`src/rtl/cwc_pkg.sv`:
```
package cwc_pkg;

  typedef enum logic [1:0] {
    ST_IDLE   = 2'd0,
    ST_REFILL = 2'd1,
    ST_WTHRU  = 2'd2
  } cwc_state_e;

endpackage

```
`src/rtl/cwc_grp_dec.sv`:
```
module cwc_grp_dec #(
  parameter int WAYS     = 4,
  parameter int LOG_WAYS = $clog2(WAYS),
  parameter int MODE_W   = $clog2(LOG_WAYS + 1)
) (
  input  logic [MODE_W-1:0]   mode,
  input  logic [LOG_WAYS-1:0] ext,
  output logic [WAYS-1:0]     grp_mask,
  output logic [LOG_WAYS-1:0] grp_base,
  output logic [LOG_WAYS-1:0] low_mask
);

  // low_mask selects the logical way bits, the rest name the group
  always_comb begin
    for (int b = 0; b < LOG_WAYS; b++) begin
      low_mask[b] = (MODE_W'(b) < mode);
    end
    grp_base = ext << mode;
  end

  for (genvar p = 0; p < WAYS; p++) begin : g_sel
    assign grp_mask[p] = ((LOG_WAYS'(p) & ~low_mask) == grp_base);
  end

endmodule

```
`src/rtl/cwc_subarray.sv`:
```
module cwc_subarray #(
  parameter int DATA_W     = 32,
  parameter int LINE_WORDS = 4,
  parameter int SETS       = 4,
  parameter int TAG_W      = 6
) (
  input  logic                         clk,
  input  logic                         rst_n,
  input  logic                         inval_all,
  input  logic                         tag_en,
  input  logic                         data_en,
  input  logic [$clog2(SETS)-1:0]      row,
  input  logic [$clog2(LINE_WORDS)-1:0] word,
  input  logic [TAG_W-1:0]             cmp_tag,
  input  logic                         wr_we,
  input  logic [DATA_W-1:0]            wr_data,
  input  logic                         fill_we,
  input  logic [$clog2(SETS)-1:0]      fill_row,
  input  logic [TAG_W-1:0]             fill_tag,
  input  logic [LINE_WORDS*DATA_W-1:0] fill_line,
  output logic                         match,
  output logic [DATA_W-1:0]            rd_data
);

  logic [SETS-1:0]   vld_q, vld_d;
  logic              vld_ce;
  logic [TAG_W-1:0]  tag_q [SETS];
  logic [DATA_W-1:0] dat_q [SETS][LINE_WORDS];

  always_comb begin
    vld_d  = vld_q;
    vld_ce = inval_all | fill_we;
    if (inval_all) begin
      vld_d = '0;
    end else if (fill_we) begin
      vld_d[fill_row] = 1'b1;
    end
  end

  always_ff @(posedge clk or negedge rst_n) begin
    if (!rst_n) begin
      vld_q <= '0;
    end else if (vld_ce) begin
      vld_q <= vld_d;
    end
  end

  always_ff @(posedge clk) begin
    if (fill_we) begin
      tag_q[fill_row] <= fill_tag;
    end
  end

  always_ff @(posedge clk) begin
    if (fill_we) begin
      for (int w = 0; w < LINE_WORDS; w++) begin
        dat_q[fill_row][w] <= fill_line[w*DATA_W +: DATA_W];
      end
    end else if (wr_we) begin
      dat_q[row][word] <= wr_data;
    end
  end

  // a disabled subarray neither compares nor drives data
  assign match   = tag_en & vld_q[row] & (tag_q[row] == cmp_tag);
  assign rd_data = data_en ? dat_q[row][word] : '0;

endmodule

```
`src/rtl/cwc_cache.sv`:
```
module cwc_cache
  import cwc_pkg::*;
#(
  parameter int ADDR_W     = 10,
  parameter int DATA_W     = 32,
  parameter int LINE_WORDS = 4,
  parameter int WAYS       = 4,
  parameter int SETS       = 4,
  parameter int CNT_W      = 32,
  localparam int OFF_W     = $clog2(LINE_WORDS),
  localparam int IDX_W     = $clog2(SETS),
  localparam int LOG_WAYS  = $clog2(WAYS),
  localparam int MODE_W    = $clog2(LOG_WAYS + 1),
  localparam int TAG_W     = ADDR_W - OFF_W - IDX_W,
  localparam int BLK_W     = ADDR_W - OFF_W,
  localparam int LINE_W    = LINE_WORDS * DATA_W
) (
  input  logic              clk,
  input  logic              rst_n,
  input  logic              cfg_load,
  input  logic [MODE_W-1:0] cfg_ways_log,
  input  logic              req_valid,
  input  logic              req_write,
  input  logic [ADDR_W-1:0] req_addr,
  input  logic [DATA_W-1:0] req_wdata,
  output logic              req_ready,
  output logic              resp_valid,
  output logic              resp_hit,
  output logic [DATA_W-1:0] resp_rdata,
  output logic              mem_valid,
  output logic              mem_write,
  output logic [ADDR_W-1:0] mem_addr,
  output logic [DATA_W-1:0] mem_wdata,
  input  logic              mem_ready,
  input  logic [LINE_W-1:0] mem_rline,
  output logic [WAYS-1:0]   tag_en,
  output logic [WAYS-1:0]   data_en,
  output logic [CNT_W-1:0]  tag_en_cnt,
  output logic [CNT_W-1:0]  data_en_cnt
);

  // ---------------- state ----------------
  cwc_state_e          state_q, state_d;
  logic [MODE_W-1:0]   mode_q, mode_d;
  logic                last_vld_q, last_vld_d;
  logic [BLK_W-1:0]    last_blk_q;
  logic [LOG_WAYS-1:0] last_way_q;
  logic                last_load;
  logic                rsp_vld_q, rsp_vld_d;
  logic                rsp_hit_q, rsp_hit_d;
  logic [DATA_W-1:0]   rsp_dat_q, rsp_dat_d;
  logic [CNT_W-1:0]    tcnt_q, tcnt_d, dcnt_q, dcnt_d;
  logic [LOG_WAYS-1:0] rr_q [SETS];
  logic [LOG_WAYS-1:0] rr_d [SETS];
  logic [ADDR_W-1:0]   addr_q;
  logic [DATA_W-1:0]   wdata_q;
  logic [LOG_WAYS-1:0] victim_q;
  logic                hitw_q;

  // ---------------- request decode ----------------
  logic                idle, cfg_apply, accept, shortcut;
  logic [IDX_W-1:0]    req_set, set_q;
  logic [OFF_W-1:0]    req_word, word_q;
  logic [TAG_W-1:0]    req_tag, tag_fill;
  logic [BLK_W-1:0]    req_blk;
  logic [LOG_WAYS-1:0] req_ext;
  logic [WAYS-1:0]     grp_mask, last_onehot;
  logic [LOG_WAYS-1:0] grp_base, low_mask, victim;
  logic [MODE_W-1:0]   cfg_clamped;

  assign req_set  = req_addr[OFF_W +: IDX_W];
  assign req_word = req_addr[OFF_W-1:0];
  assign req_tag  = req_addr[ADDR_W-1 -: TAG_W];
  assign req_blk  = req_addr[ADDR_W-1:OFF_W];
  assign req_ext  = req_addr[OFF_W+IDX_W +: LOG_WAYS];
  assign set_q    = addr_q[OFF_W +: IDX_W];
  assign word_q   = addr_q[OFF_W-1:0];
  assign tag_fill = addr_q[ADDR_W-1 -: TAG_W];

  assign idle      = (state_q == ST_IDLE);
  assign cfg_apply = idle & cfg_load;
  assign accept    = idle & ~cfg_load & req_valid;
  assign req_ready = idle & ~cfg_load;
  assign shortcut  = last_vld_q & (req_blk == last_blk_q);
  assign last_onehot = WAYS'(1) << last_way_q;
  assign cfg_clamped = (cfg_ways_log > MODE_W'(LOG_WAYS)) ? MODE_W'(LOG_WAYS) : cfg_ways_log;

  cwc_grp_dec #(
    .WAYS     (WAYS),
    .LOG_WAYS (LOG_WAYS),
    .MODE_W   (MODE_W)
  ) u_dec (
    .mode     (mode_q),
    .ext      (req_ext),
    .grp_mask (grp_mask),
    .grp_base (grp_base),
    .low_mask (low_mask)
  );

  assign victim  = grp_base | (rr_q[req_set] & low_mask);
  assign tag_en  = (accept & ~shortcut) ? grp_mask : '0;
  assign data_en = accept ? (shortcut ? last_onehot : grp_mask) : '0;

  // ---------------- subarrays ----------------
  logic [WAYS-1:0]     match, wr_we, fill_we;
  logic [DATA_W-1:0]   sub_rd [WAYS];
  logic                hit;
  logic [LOG_WAYS-1:0] match_way, hit_way;

  for (genvar g = 0; g < WAYS; g++) begin : g_way
    assign wr_we[g]   = accept & req_write & hit & (hit_way == LOG_WAYS'(g));
    assign fill_we[g] = (state_q == ST_REFILL) & mem_ready & (victim_q == LOG_WAYS'(g));

    cwc_subarray #(
      .DATA_W     (DATA_W),
      .LINE_WORDS (LINE_WORDS),
      .SETS       (SETS),
      .TAG_W      (TAG_W)
    ) u_sub (
      .clk       (clk),
      .rst_n     (rst_n),
      .inval_all (cfg_apply),
      .tag_en    (tag_en[g]),
      .data_en   (data_en[g]),
      .row       (req_set),
      .word      (req_word),
      .cmp_tag   (req_tag),
      .wr_we     (wr_we[g]),
      .wr_data   (req_wdata),
      .fill_we   (fill_we[g]),
      .fill_row  (set_q),
      .fill_tag  (tag_fill),
      .fill_line (mem_rline),
      .match     (match[g]),
      .rd_data   (sub_rd[g])
    );
  end

  always_comb begin
    match_way = '0;
    for (int p = 0; p < WAYS; p++) begin
      if (match[p]) begin
        match_way = LOG_WAYS'(p);
      end
    end
  end

  assign hit       = shortcut | (|match);
  assign hit_way   = shortcut ? last_way_q : match_way;
  assign last_load = accept & hit;

  // ---------------- next state ----------------
  always_comb begin
    state_d    = state_q;
    mode_d     = mode_q;
    last_vld_d = last_vld_q;
    rsp_vld_d  = 1'b0;
    rsp_hit_d  = rsp_hit_q;
    rsp_dat_d  = '0;
    tcnt_d     = tcnt_q;
    dcnt_d     = dcnt_q;
    rr_d       = rr_q;
    unique case (state_q)
      ST_IDLE: begin
        if (cfg_apply) begin
          mode_d     = cfg_clamped;
          last_vld_d = 1'b0;
          for (int s = 0; s < SETS; s++) begin
            rr_d[s] = '0;
          end
        end else if (accept) begin
          tcnt_d     = tcnt_q + CNT_W'($countones(tag_en));
          dcnt_d     = dcnt_q + CNT_W'($countones(data_en));
          last_vld_d = hit;
          if (req_write) begin
            state_d = ST_WTHRU;
          end else if (hit) begin
            rsp_vld_d = 1'b1;
            rsp_hit_d = 1'b1;
            rsp_dat_d = sub_rd[hit_way];
          end else begin
            state_d = ST_REFILL;
          end
        end
      end
      ST_REFILL: begin
        if (mem_ready) begin
          state_d        = ST_IDLE;
          rsp_vld_d      = 1'b1;
          rsp_hit_d      = 1'b0;
          rsp_dat_d      = mem_rline[word_q*DATA_W +: DATA_W];
          last_vld_d     = 1'b0;
          rr_d[set_q]    = (victim_q + 1'b1) & low_mask;
        end
      end
      ST_WTHRU: begin
        if (mem_ready) begin
          state_d   = ST_IDLE;
          rsp_vld_d = 1'b1;
          rsp_hit_d = hitw_q;
        end
      end
      default: state_d = ST_IDLE;
    endcase
  end

  // ---------------- registers ----------------
  always_ff @(posedge clk or negedge rst_n) begin
    if (!rst_n) begin
      state_q    <= ST_IDLE;
      mode_q     <= MODE_W'(LOG_WAYS);
      last_vld_q <= 1'b0;
      rsp_vld_q  <= 1'b0;
      rsp_hit_q  <= 1'b0;
      tcnt_q     <= '0;
      dcnt_q     <= '0;
      for (int s = 0; s < SETS; s++) begin
        rr_q[s] <= '0;
      end
    end else begin
      state_q    <= state_d;
      mode_q     <= mode_d;
      last_vld_q <= last_vld_d;
      rsp_vld_q  <= rsp_vld_d;
      rsp_hit_q  <= rsp_hit_d;
      tcnt_q     <= tcnt_d;
      dcnt_q     <= dcnt_d;
      rr_q       <= rr_d;
    end
  end

  always_ff @(posedge clk) begin
    if (accept) begin
      addr_q   <= req_addr;
      wdata_q  <= req_wdata;
      victim_q <= victim;
      hitw_q   <= hit;
    end
    if (last_load) begin
      last_blk_q <= req_blk;
      last_way_q <= hit_way;
    end
    if (rsp_vld_d) begin
      rsp_dat_q <= rsp_dat_d;
    end
  end

  // ---------------- outputs ----------------
  assign resp_valid  = rsp_vld_q;
  assign resp_hit    = rsp_hit_q;
  assign resp_rdata  = rsp_dat_q;
  assign mem_valid   = ~idle;
  assign mem_write   = (state_q == ST_WTHRU);
  assign mem_addr    = (state_q == ST_REFILL) ? {addr_q[ADDR_W-1:OFF_W], {OFF_W{1'b0}}} : addr_q;
  assign mem_wdata   = wdata_q;
  assign tag_en_cnt  = tcnt_q;
  assign data_en_cnt = dcnt_q;

  // ---------------- assertions ----------------

  shortcut_no_tag_chk: assert property (@(posedge clk) disable iff (!rst_n)
    (accept && shortcut) |-> (tag_en == '0) && ($countones(data_en) == 1) && hit);


  active_group_chk: assert property (@(posedge clk) disable iff (!rst_n)
    (accept && !shortcut) |-> ($countones(tag_en) == (1 << mode_q)) && (tag_en == data_en));


  hit_no_mem_chk: assert property (@(posedge clk) disable iff (!rst_n)
    (accept && !req_write && hit) |=> resp_valid && resp_hit && !mem_valid);


  refill_resp_chk: assert property (@(posedge clk) disable iff (!rst_n)
    (state_q == ST_REFILL && mem_ready) |=> resp_valid && !resp_hit && !mem_valid);


  mem_hold_chk: assert property (@(posedge clk) disable iff (!rst_n)
    (mem_valid && !mem_ready) |=> mem_valid && $stable(mem_addr) && $stable(mem_write));


  miss_clears_last_chk: assert property (@(posedge clk) disable iff (!rst_n)
    (resp_valid && !resp_hit) |-> !last_vld_q);


  busy_cfg_ignored_chk: assert property (@(posedge clk) disable iff (!rst_n)
    mem_valid |=> $stable(mode_q));


  victim_in_group_chk: assert property (@(posedge clk) disable iff (!rst_n)
    (accept && !req_write && !hit) |-> grp_mask[victim]);

endmodule

```
`config.mk`:
```
export PLATFORM = sky130hd
export DESIGN_NAME = cwc_cache
export DESIGN_NICKNAME = d
export VERILOG_FILES = /design/src/rtl/cwc_pkg.sv /design/src/rtl/cwc_grp_dec.sv /design/src/rtl/cwc_subarray.sv /design/src/rtl/cwc_cache.sv
export SDC_FILE = /design/constraint.sdc
export NUM_CORES = 2
export LEC_CHECK = 0
export BUFFER_PORTS_ARGS = -buffer_cell sky130_fd_sc_hd__buf_2
export CAP_MARGIN = 20
export CORE_ASPECT_RATIO = 1.4
export CORE_MARGIN = 10
export CORE_UTILIZATION = 35
export CTS_BUF_LIST = sky130_fd_sc_hd__clkbuf_16
export DETAILED_ROUTE_END_ITERATION = 8
export PLACE_DENSITY_LB_ADDON = 0.2
export SLEW_MARGIN = 20
export SYNTH_ARGS = -nofsm -noshare
export SYNTH_HDL_FRONTEND = slang
export SYNTH_HIERARCHICAL = 1
export SYNTH_SLANG_ARGS = --single-unit
```
`constraint.sdc`:
```
create_clock -name clk -period 7.2 [get_ports clk]
set_clock_uncertainty 0.15 [all_clocks]
set_input_delay 0.36 -clock clk [delete_from_list [all_inputs] [get_ports clk]]
set_output_delay 0.36 -clock clk [all_outputs]
set_load 0.1 [all_outputs]
```
* Word-level counts from Yosys, hierarchy flattened
Memory sizes are Yosys's and may differ from the RTL's. Cells that the tools add are included.
Storage, ports and cells: output and inout port bits 151, ROM bits 0, input bits 178, register bits after elaboration 182, bits in writable memories 2144, logic and storage cells 272, latch bits 0, memories 8
Cells by class: multiplexer cells 117, reductions and logical operators 29, shift-type cells 3, $add $sub $neg 9, bitwise logic cells 46, div/mod/pow operators 0, order comparisons 12, eq/ne operators 26, multiply operators 0
Memories:
- g_way[0].u_sub.dat_q | depth 4, width 128, read ports 1, clocked after Yosys merged registers in 0, write ports 1, line cwc_subarray.sv:28 | logic [DATA_W-1:0] dat_q [SETS][LINE_WORDS];
- g_way[1].u_sub.dat_q | depth 4, width 128, read ports 1, clocked after Yosys merged registers in 0, write ports 1, line cwc_subarray.sv:28
- g_way[2].u_sub.dat_q | depth 4, width 128, read ports 1, clocked after Yosys merged registers in 0, write ports 1, line cwc_subarray.sv:28
- g_way[3].u_sub.dat_q | depth 4, width 128, read ports 1, clocked after Yosys merged registers in 0, write ports 1, line cwc_subarray.sv:28
- g_way[0].u_sub.tag_q | depth 4, width 6, read ports 1, clocked after Yosys merged registers in 0, write ports 1, line cwc_subarray.sv:27 | logic [TAG_W-1:0] tag_q [SETS];
- g_way[1].u_sub.tag_q | depth 4, width 6, read ports 1, clocked after Yosys merged registers in 0, write ports 1, line cwc_subarray.sv:27
- 2 more memories
Operators with widths (number):
- two-way mux 128 bit | 12
- two-way mux 32 bit | 20
- OR reduction 128 bit | 4
- binary-select mux 32 bit (select 2 bit) | 5
- indexed part select 128 x 8 -> 32 bit | 1
- adder 32 x 3 -> 32 bit | 2
- demux 32 bit (select 2 bit) | 1
- case mux 32 bit (2 select lines) | 1
- two-way mux 4 bit | 11
- two-way mux 1 bit | 35
- two-way mux 2 bit | 17
- AND 1 bit | 25
- equality test 6 bit | 4
- two-way mux 8 bit | 2
- bitwise OR 4 bit | 4
- case mux 8 bit (2 select lines) | 1
- greater-or-equal comparator 3 bit (second input constant) | 4
- inverter 2 -> 3 bit | 4
- equality test 2 bit (second input constant) | 5
- != test 2 x 1 -> 1 bit (second input constant) | 5
- AND reduction 2 bit | 5
- nonzero test 2 bit | 5
- AND reduction 3 bit | 3
- adder 1 x 1 -> 2 bit | 4
- other kinds (36) | 62

* Longest topological paths before layout
depth in word-level cells 20, gate-level depth with buffers 23, depth with buffers taken out 20

* By module
The synthesis kept the hierarchy.
Modules (own cells, without submodules):
- cwc_subarray (g_way[1].u_sub ...) | area an instance 21750.9 um^2, cells each 1202, sequential area each 16195.5 um^2, times used 3
- cwc_subarray (g_way[0].u_sub) | area an instance 21759.6 um^2, cells each 1189, sequential area each 16195.5 um^2, times used 1
- cwc_cache | area an instance 8998.6 um^2, cells each 694, sequential area each 4590.7 um^2, times used 1
- cwc_grp_dec | area an instance 90.1 um^2, cells each 14, sequential area each 0.0 um^2, times used 1

* Least setup slack after synthesis
Ideal clock, no wire load.
path type register -> register, from reg state_q[1], to mem g_way[3].u_sub/dat_q[3][64] (netlist bit) (enable), setup slack 0.130 ns, clock period less this slack 7.070 ns, cell stages (with the launch flop) 20, buffers on the path 1, data required time 6.629 ns, arrival time 6.499 ns, cells stage by stage dfrtp_1 -> inv_1 -> ha_1 -> nand2b_2 -> inv_2 -> nand2_2 -> clkinv_2 -> and3_1 -> nand2_1 -> or4_4 -> nor4b_2 -> nor2_1 -> a31oi_1 -> nand2_1 -> nor3_1 -> nor2b_1 -> clkbuf_1 -> and3_1 -> a31oi_1 -> nor2_1
RTL lines:
- start, declared | line cwc_cache.sv:43 | cwc_state_e state_q, state_d;
- start signal, assigned | line cwc_cache.sv:221 | state_q <= state_d;
- logical NOT 2 bit (*) | line cwc_cache.sv:80 | assign idle = (state_q == ST_IDLE);
- AND 1 bit (*)
- net req_ready | line cwc_cache.sv:26 | output logic req_ready,
- AND 1 bit (*) | line cwc_cache.sv:82 | assign accept = idle & ~cfg_load & req_valid;
- AND 1 bit (*) | line cwc_cache.sv:101 | assign tag_en = (accept & ~shortcut) ? grp_mask : '0;
- two-way mux 4 bit (*) | line cwc_cache.sv:101
- net tag_en[0] | line cwc_cache.sv:36 | output logic [WAYS-1:0] tag_en,
- AND 1 bit (*) (2 in series) | line cwc_subarray.sv:65 | assign match = tag_en & vld_q[row] & (tag_q[row] == cmp_tag);
- net match[0] | line cwc_cache.sv:105 | logic [WAYS-1:0] match, wr_we, fill_we;
- [1 not listed]
- bitwise OR 1 bit (*) | line cwc_cache.sv:148 | assign hit = shortcut | (|match);
- AND 1 bit (*) (2 in series) | line cwc_cache.sv:111 | assign wr_we[g] = accept & req_write & hit & (hit_way == LOG_WAYS'(g));
- net wr_we[3] | line cwc_cache.sv:105
- two-way mux 1 bit (*) | line cwc_subarray.sv:59 | end else if (wr_we) begin
- two-way mux 1 bit (*) | line cwc_subarray.sv:55 | if (fill_we) begin
- two-way mux 128 bit (implied by the code) (*) | line cwc_subarray.sv:60 | dat_q[row][word] <= wr_data;
- OR reduction 128 bit (no line)
- two-way mux 2 bit (no line) / two-way mux 128 bit (equally long branches)
- end, declared | line cwc_subarray.sv:28
Mark *: on every way through the listed nets, which the timed path passes. The rest lies on a longest branch.

* Worst setup path in the final report
from reg state_q[1], to mem g_way[3].u_sub/dat_q[3][41] (netlist bit) (enable)
RTL lines:
- logical NOT 2 bit (*) | line cwc_cache.sv:80
- AND 1 bit (*) (2 in series) | line cwc_cache.sv:82
- AND 1 bit (*) | line cwc_cache.sv:101
- two-way mux 4 bit (*) | line cwc_cache.sv:101
- AND 1 bit (*) (2 in series) | line cwc_subarray.sv:65
- net match[2] | line cwc_cache.sv:105
- two-way mux 2 bit (2 in series) | line cwc_cache.sv:142 | if (match[p]) begin
- two-way mux 2 bit | line cwc_cache.sv:149 | assign hit_way = shortcut ? last_way_q : match_way;
- equality test 2 bit | line cwc_cache.sv:111
- AND 1 bit (*) | line cwc_cache.sv:111
- net wr_we[3] | line cwc_cache.sv:105
- two-way mux 1 bit (*) | line cwc_subarray.sv:59
- two-way mux 1 bit (*) | line cwc_subarray.sv:55
- two-way mux 128 bit (implied by the code) (*) | line cwc_subarray.sv:60
- OR reduction 128 bit (no line)
- two-way mux 2 bit (no line) / two-way mux 128 bit (equally long branches)
Marks and branches as above.

==> metrics.md <==
| Metric | Value |
|---|---|
| Final Setup Violations | 0 |
| Synth top cells by count | edfxtp_1, nand2_1, mux4_2 |
| CTS tree | built |
| Worst setup path start | state_q[1] |
| Die width | 462.9 µm |
| Endpoint class of the critical path | flip-flop |
| CP most frequent cell | buf_4 |
| Tcrit/Tclk final | 87.53% |
| Predominant post-synthesis flop cell | edfxtp_1 |
| Largest delay contributor family on the critical path | simple AND/OR/NAND/NOR gates |
| Synthesized area | 0.09610 mm² |
| Peak VDD IR | 0.0002030 V |
| CP Launch Type | flip-flop |
| CP peak stage delay | 0.91 ns |
| Syn_area_per_cell | 17.46 µm² |
| Dpl hpwl | 231100 µm |
| Port bufs | 328 |
| Max Freq | 158.7 MHz |
| DRT Wirelength | 359300 µm |
| Total gr overflow | 0 |
| Hold path start | req_addr[3] |
| DR vias | 56940 |
| Setup TNS | 0 ns |
| Drt drc | 0 |
| Clock-pin transition on the worst setup and hold timing paths | 0.06 ns |
| Inst Count DP | 9385 |
| Placer Congestion | 0.8172 |
| Placed instance area | 0.1032 mm² |
| Skew-Pair Late Insertion Delay | 0.90 ns |
| Pin count of the biggest net entering global routing | 103 |
| Ys async rst share | 4.084% |
| Post-synthesis xor/xnor area fraction | 0.9478% |
| Top-count cell post-synth | edfxtp_1 |
| Routed Antenna Nets | 0 |
| Vias in the first global route | 58250 |
| Arr. time, crit path | 6.66 ns |
| Post-DR wirelength/cell | 35.91 µm |
| Hold Vio Cnt, Final | 0 |
| Starting density of the core | 35.17% |
| # IOs | 329 |
| Die area | 0.2962 mm² |
| Synth Area in Adders | 0.2344% |
| Place WS | 0.8231 ns |
| Min Hold Slack | 0.1210 ns |
| Outcome | finished clean |
| Clock sink count | 2326 |
| Largest family of logic cells by synthesized area | multiplexers |
| Std cell rows | 227 |
| Synth area leader | edfxtp_1 |
| Max Cap Violations | 0 |
| Nets@finish | 6333 |
| GRT Util Overall | 23.60% |
| Slew of the pin with the lowest slew margin | 1.127 ns |
| Post-layout util | 41.16% |
| Share of the synthesized area in the top cell type | 69.71% |
| PD cells | 279.3 mW/mm² |
| Critical-path top delay cell | nor2_4 |
| First-pass GRT wire length | 487200 µm |
| Simple-gate area share of the yosys netlist | 6.412% |
| Crit-path max FO | 27 |
| Slew HR | 24.68% |
| PnR worst setup slack | 0.8977 ns |
| Leakage | 39.67 nW |
| Fin. max-slew vios | 0 |
| Worst Setup Path Type | flip-flop to flip-flop |
| Warnings from Yosys | 6 |
| Placeable core area | 0.2732 mm² |
| Initial antenna violation count | 31 |
| Root Driver | clkbuf_16 |
| Area grow syn2layout | 17.01% |
| Synth area leaders | edfxtp_1, mux4_2, nand2_1 |
| Register bit total from synthesis | 2326 |
| RSZ-0062 raised after global routing | no |
| Post-route insts no fill | 10010 |
| Filler cell count | 24690 |
| Post-CTS setup buffers | 0 |
| Chip Height | 640.0 µm |
| # H-tree levels | 4 |
| Max clock buf depth | 4 |
| Yosys cell types | 65 |
| Number of iterations in the first detailed-routing pass | 6 |
| Worst r2r src | state_q[1] |
| Fin area | 0.1125 mm² |
| Share of cells above drive strength 1 | 24.40% |
| Total Power | 31.40 mW |
| Post-synthesis net count | 5696 |
| CP Data Required Time | 7.56 ns |
| HP Class | input pin to flip-flop |
| Average vias per placed instance | 5.691 |
| CTS Buf Count | 233 |
| CP Cell Sequence | inv_1, ha_1, nand2b_2, inv_2, nand2_2, inv_4, buf_4, and3_1, nand4_1, nor4_2, nor2_1, a31oi_1, buf_4, buf_4, nand2_1, nor3_1, buf_4, nor2b_4, and3_1, a31oi_1, nor2_4, buf_4 |
| Mapped Cells | 5503 |
| Tmin final | 6.302 ns |
| Iteration-0 DRC Markers | 7000 |
| Seq/Total Area, Yosys | 72.19% |
| Post-synth EDFFs | 2231 |
| Multiplexer share of the synthesized area | 14.79% |
| CP Buf/Inv Count | 8 |
| Synth Area in Compound Gates | 3.651% |
path summary, 6_finish.rpt:
kind | to | slack, ns | depth (start not counted)
min in group asynchronous | tag_en_cnt[21] | 0.39 | 4
max in group asynchronous | rr_q[0] | 5.51 | 4
hold reg to reg | data_en_cnt[31] | 0.32 | 1
setup / recovery | g_way[3].u_sub/dat_q[3][41] | 0.90 | 22
setup reg to reg | g_way[3].u_sub/dat_q[3][41] | 0.90 | 22
hold / removal | addr_q[3] | 0.12 | 2
registers in the layout, indices dropped and copies added, names as in the netlist:
| name | count |
|---|---|
| last_way_q | 2 |
| g_way.u_sub/tag_q | 96 |
| resp_rdata | 32 |
| mode_q | 2 |
| rr_q | 8 |
| data_en_cnt | 32 |
| hitw_q | 1 |
| mem_wdata | 32 |
| g_way.u_sub/vld_q | 16 |
| tag_en_cnt | 32 |
| resp_hit | 1 |
| state_q | 2 |
| last_blk_q | 8 |
| g_way.u_sub/dat_q | 2048 |
| last_vld_q | 1 |
| victim_q | 2 |
| resp_valid | 1 |
| addr_q | 10 |
power by group:
group          switching [mW]  internal, mW  total (mW)  leakage, nW
combinational            2.89         0.992        3.88         14.5
clock                    5.24          6.73        12.0         3.79
sequential              0.266          15.3        15.5         21.4
total                    8.40          23.0        31.4         39.7
cell type report:
type / count / area [µm²] / area share (%)
repair buffers: 713 / 5250 / 4.669
well taps: 3664 / 4584 / 4.077
clock inverters: 177 / 1370 / 1.218
inverters: 42 / 162.7 / 0.1446
multi-input cells: 2824 / 25700 / 22.86
clock buffers: 238 / 5956 / 5.296
flip-flops and latches: 2326 / 69370 / 61.69
diodes: 21 / 52.55 / 0.04673
worst reg2reg max path, cell delays in order, from the launching register on:
cell and delay (ns):
dfrtp_1 0.42, inv_1 0.12, ha_1 0.28, nand2b_2 0.12, inv_2 0.07, nand2_2 0.07, inv_4 0.06, buf_4 0.33
and3_1 0.28, nand4_1 0.12, nor4_2 0.43, nor2_1 0.16, a31oi_1 0.21, buf_4 0.14, buf_4 0.19, nand2_1 0.09
nor3_1 0.41, buf_4 0.25, nor2b_4 0.15, and3_1 0.16, a31oi_1 0.16, nor2_4 0.91, buf_4 0.59
kinds of logic (layout without fill, tap and decap cells):
logic type                 Yosys count  in the layout
DFF                               2326           2326
and+or+nand+nor                   1527           1527
muxes                              722            722
AOI/OAI and AO/OA                  456            456
buffers and inverters              353           1170
xor gates and xnor gates           104            104
adders and majority gates           15             15
other                                0             21
cell usage in the layout, fill, tap and decap left out, types with 14 or more instances in the layout:
| cell type | instances |
|---|---|
| a31oi_1 | 35 |
| o221ai_2 | 30 |
| clkinv_1 | 52 |
| nor2_4 | 80 |
| edfxtp_1 | 2231 |
| bufinv_16 | 22 |
| nor3_1 | 16 |
| mux4_2 | 556 |
| diode_2 | 21 |
| o21ai_0 | 14 |
| nand4_1 | 19 |
| xnor2_1 | 63 |
| nor2_1 | 57 |
| nand3_1 | 16 |
| o22ai_1 | 36 |
| dlygate4sd3_1 | 183 |
| clkbuf_16 | 238 |
| and3_1 | 36 |
| inv_1 | 90 |
| dfrtp_1 | 94 |
| buf_4 | 184 |
| xor2_1 | 41 |
| a21boi_0 | 97 |
| clkinv_2 | 35 |
| a21oi_1 | 21 |
| buf_2 | 325 |
| buf_12 | 19 |
| nand2_1 | 1232 |
| a22oi_1 | 194 |
| mux2i_1 | 160 |
routing by layer:
layer / track usage, % / part of all wire (%) / vias to the layer above / wire length (µm)
met4: 11.18 / 5.7 / 6 / 20420
met3: 4.472 / 8.0 / 785 / 28730
met2: 40.64 / 50 / 2867 / 179000
met5: 0 / 0.0089 / - / 32
li1: - / - / 22870 / -
met1: 28.63 / 36 / 30420 / 131100
what timing repair did:
item                                   4_1_cts  5_1_grt
gates resized for setup                      0        0
endpoints found under the hold margin     2165        0
hold buffers                               184        0
Note: power is estimated with default switching activity, not from simulation.
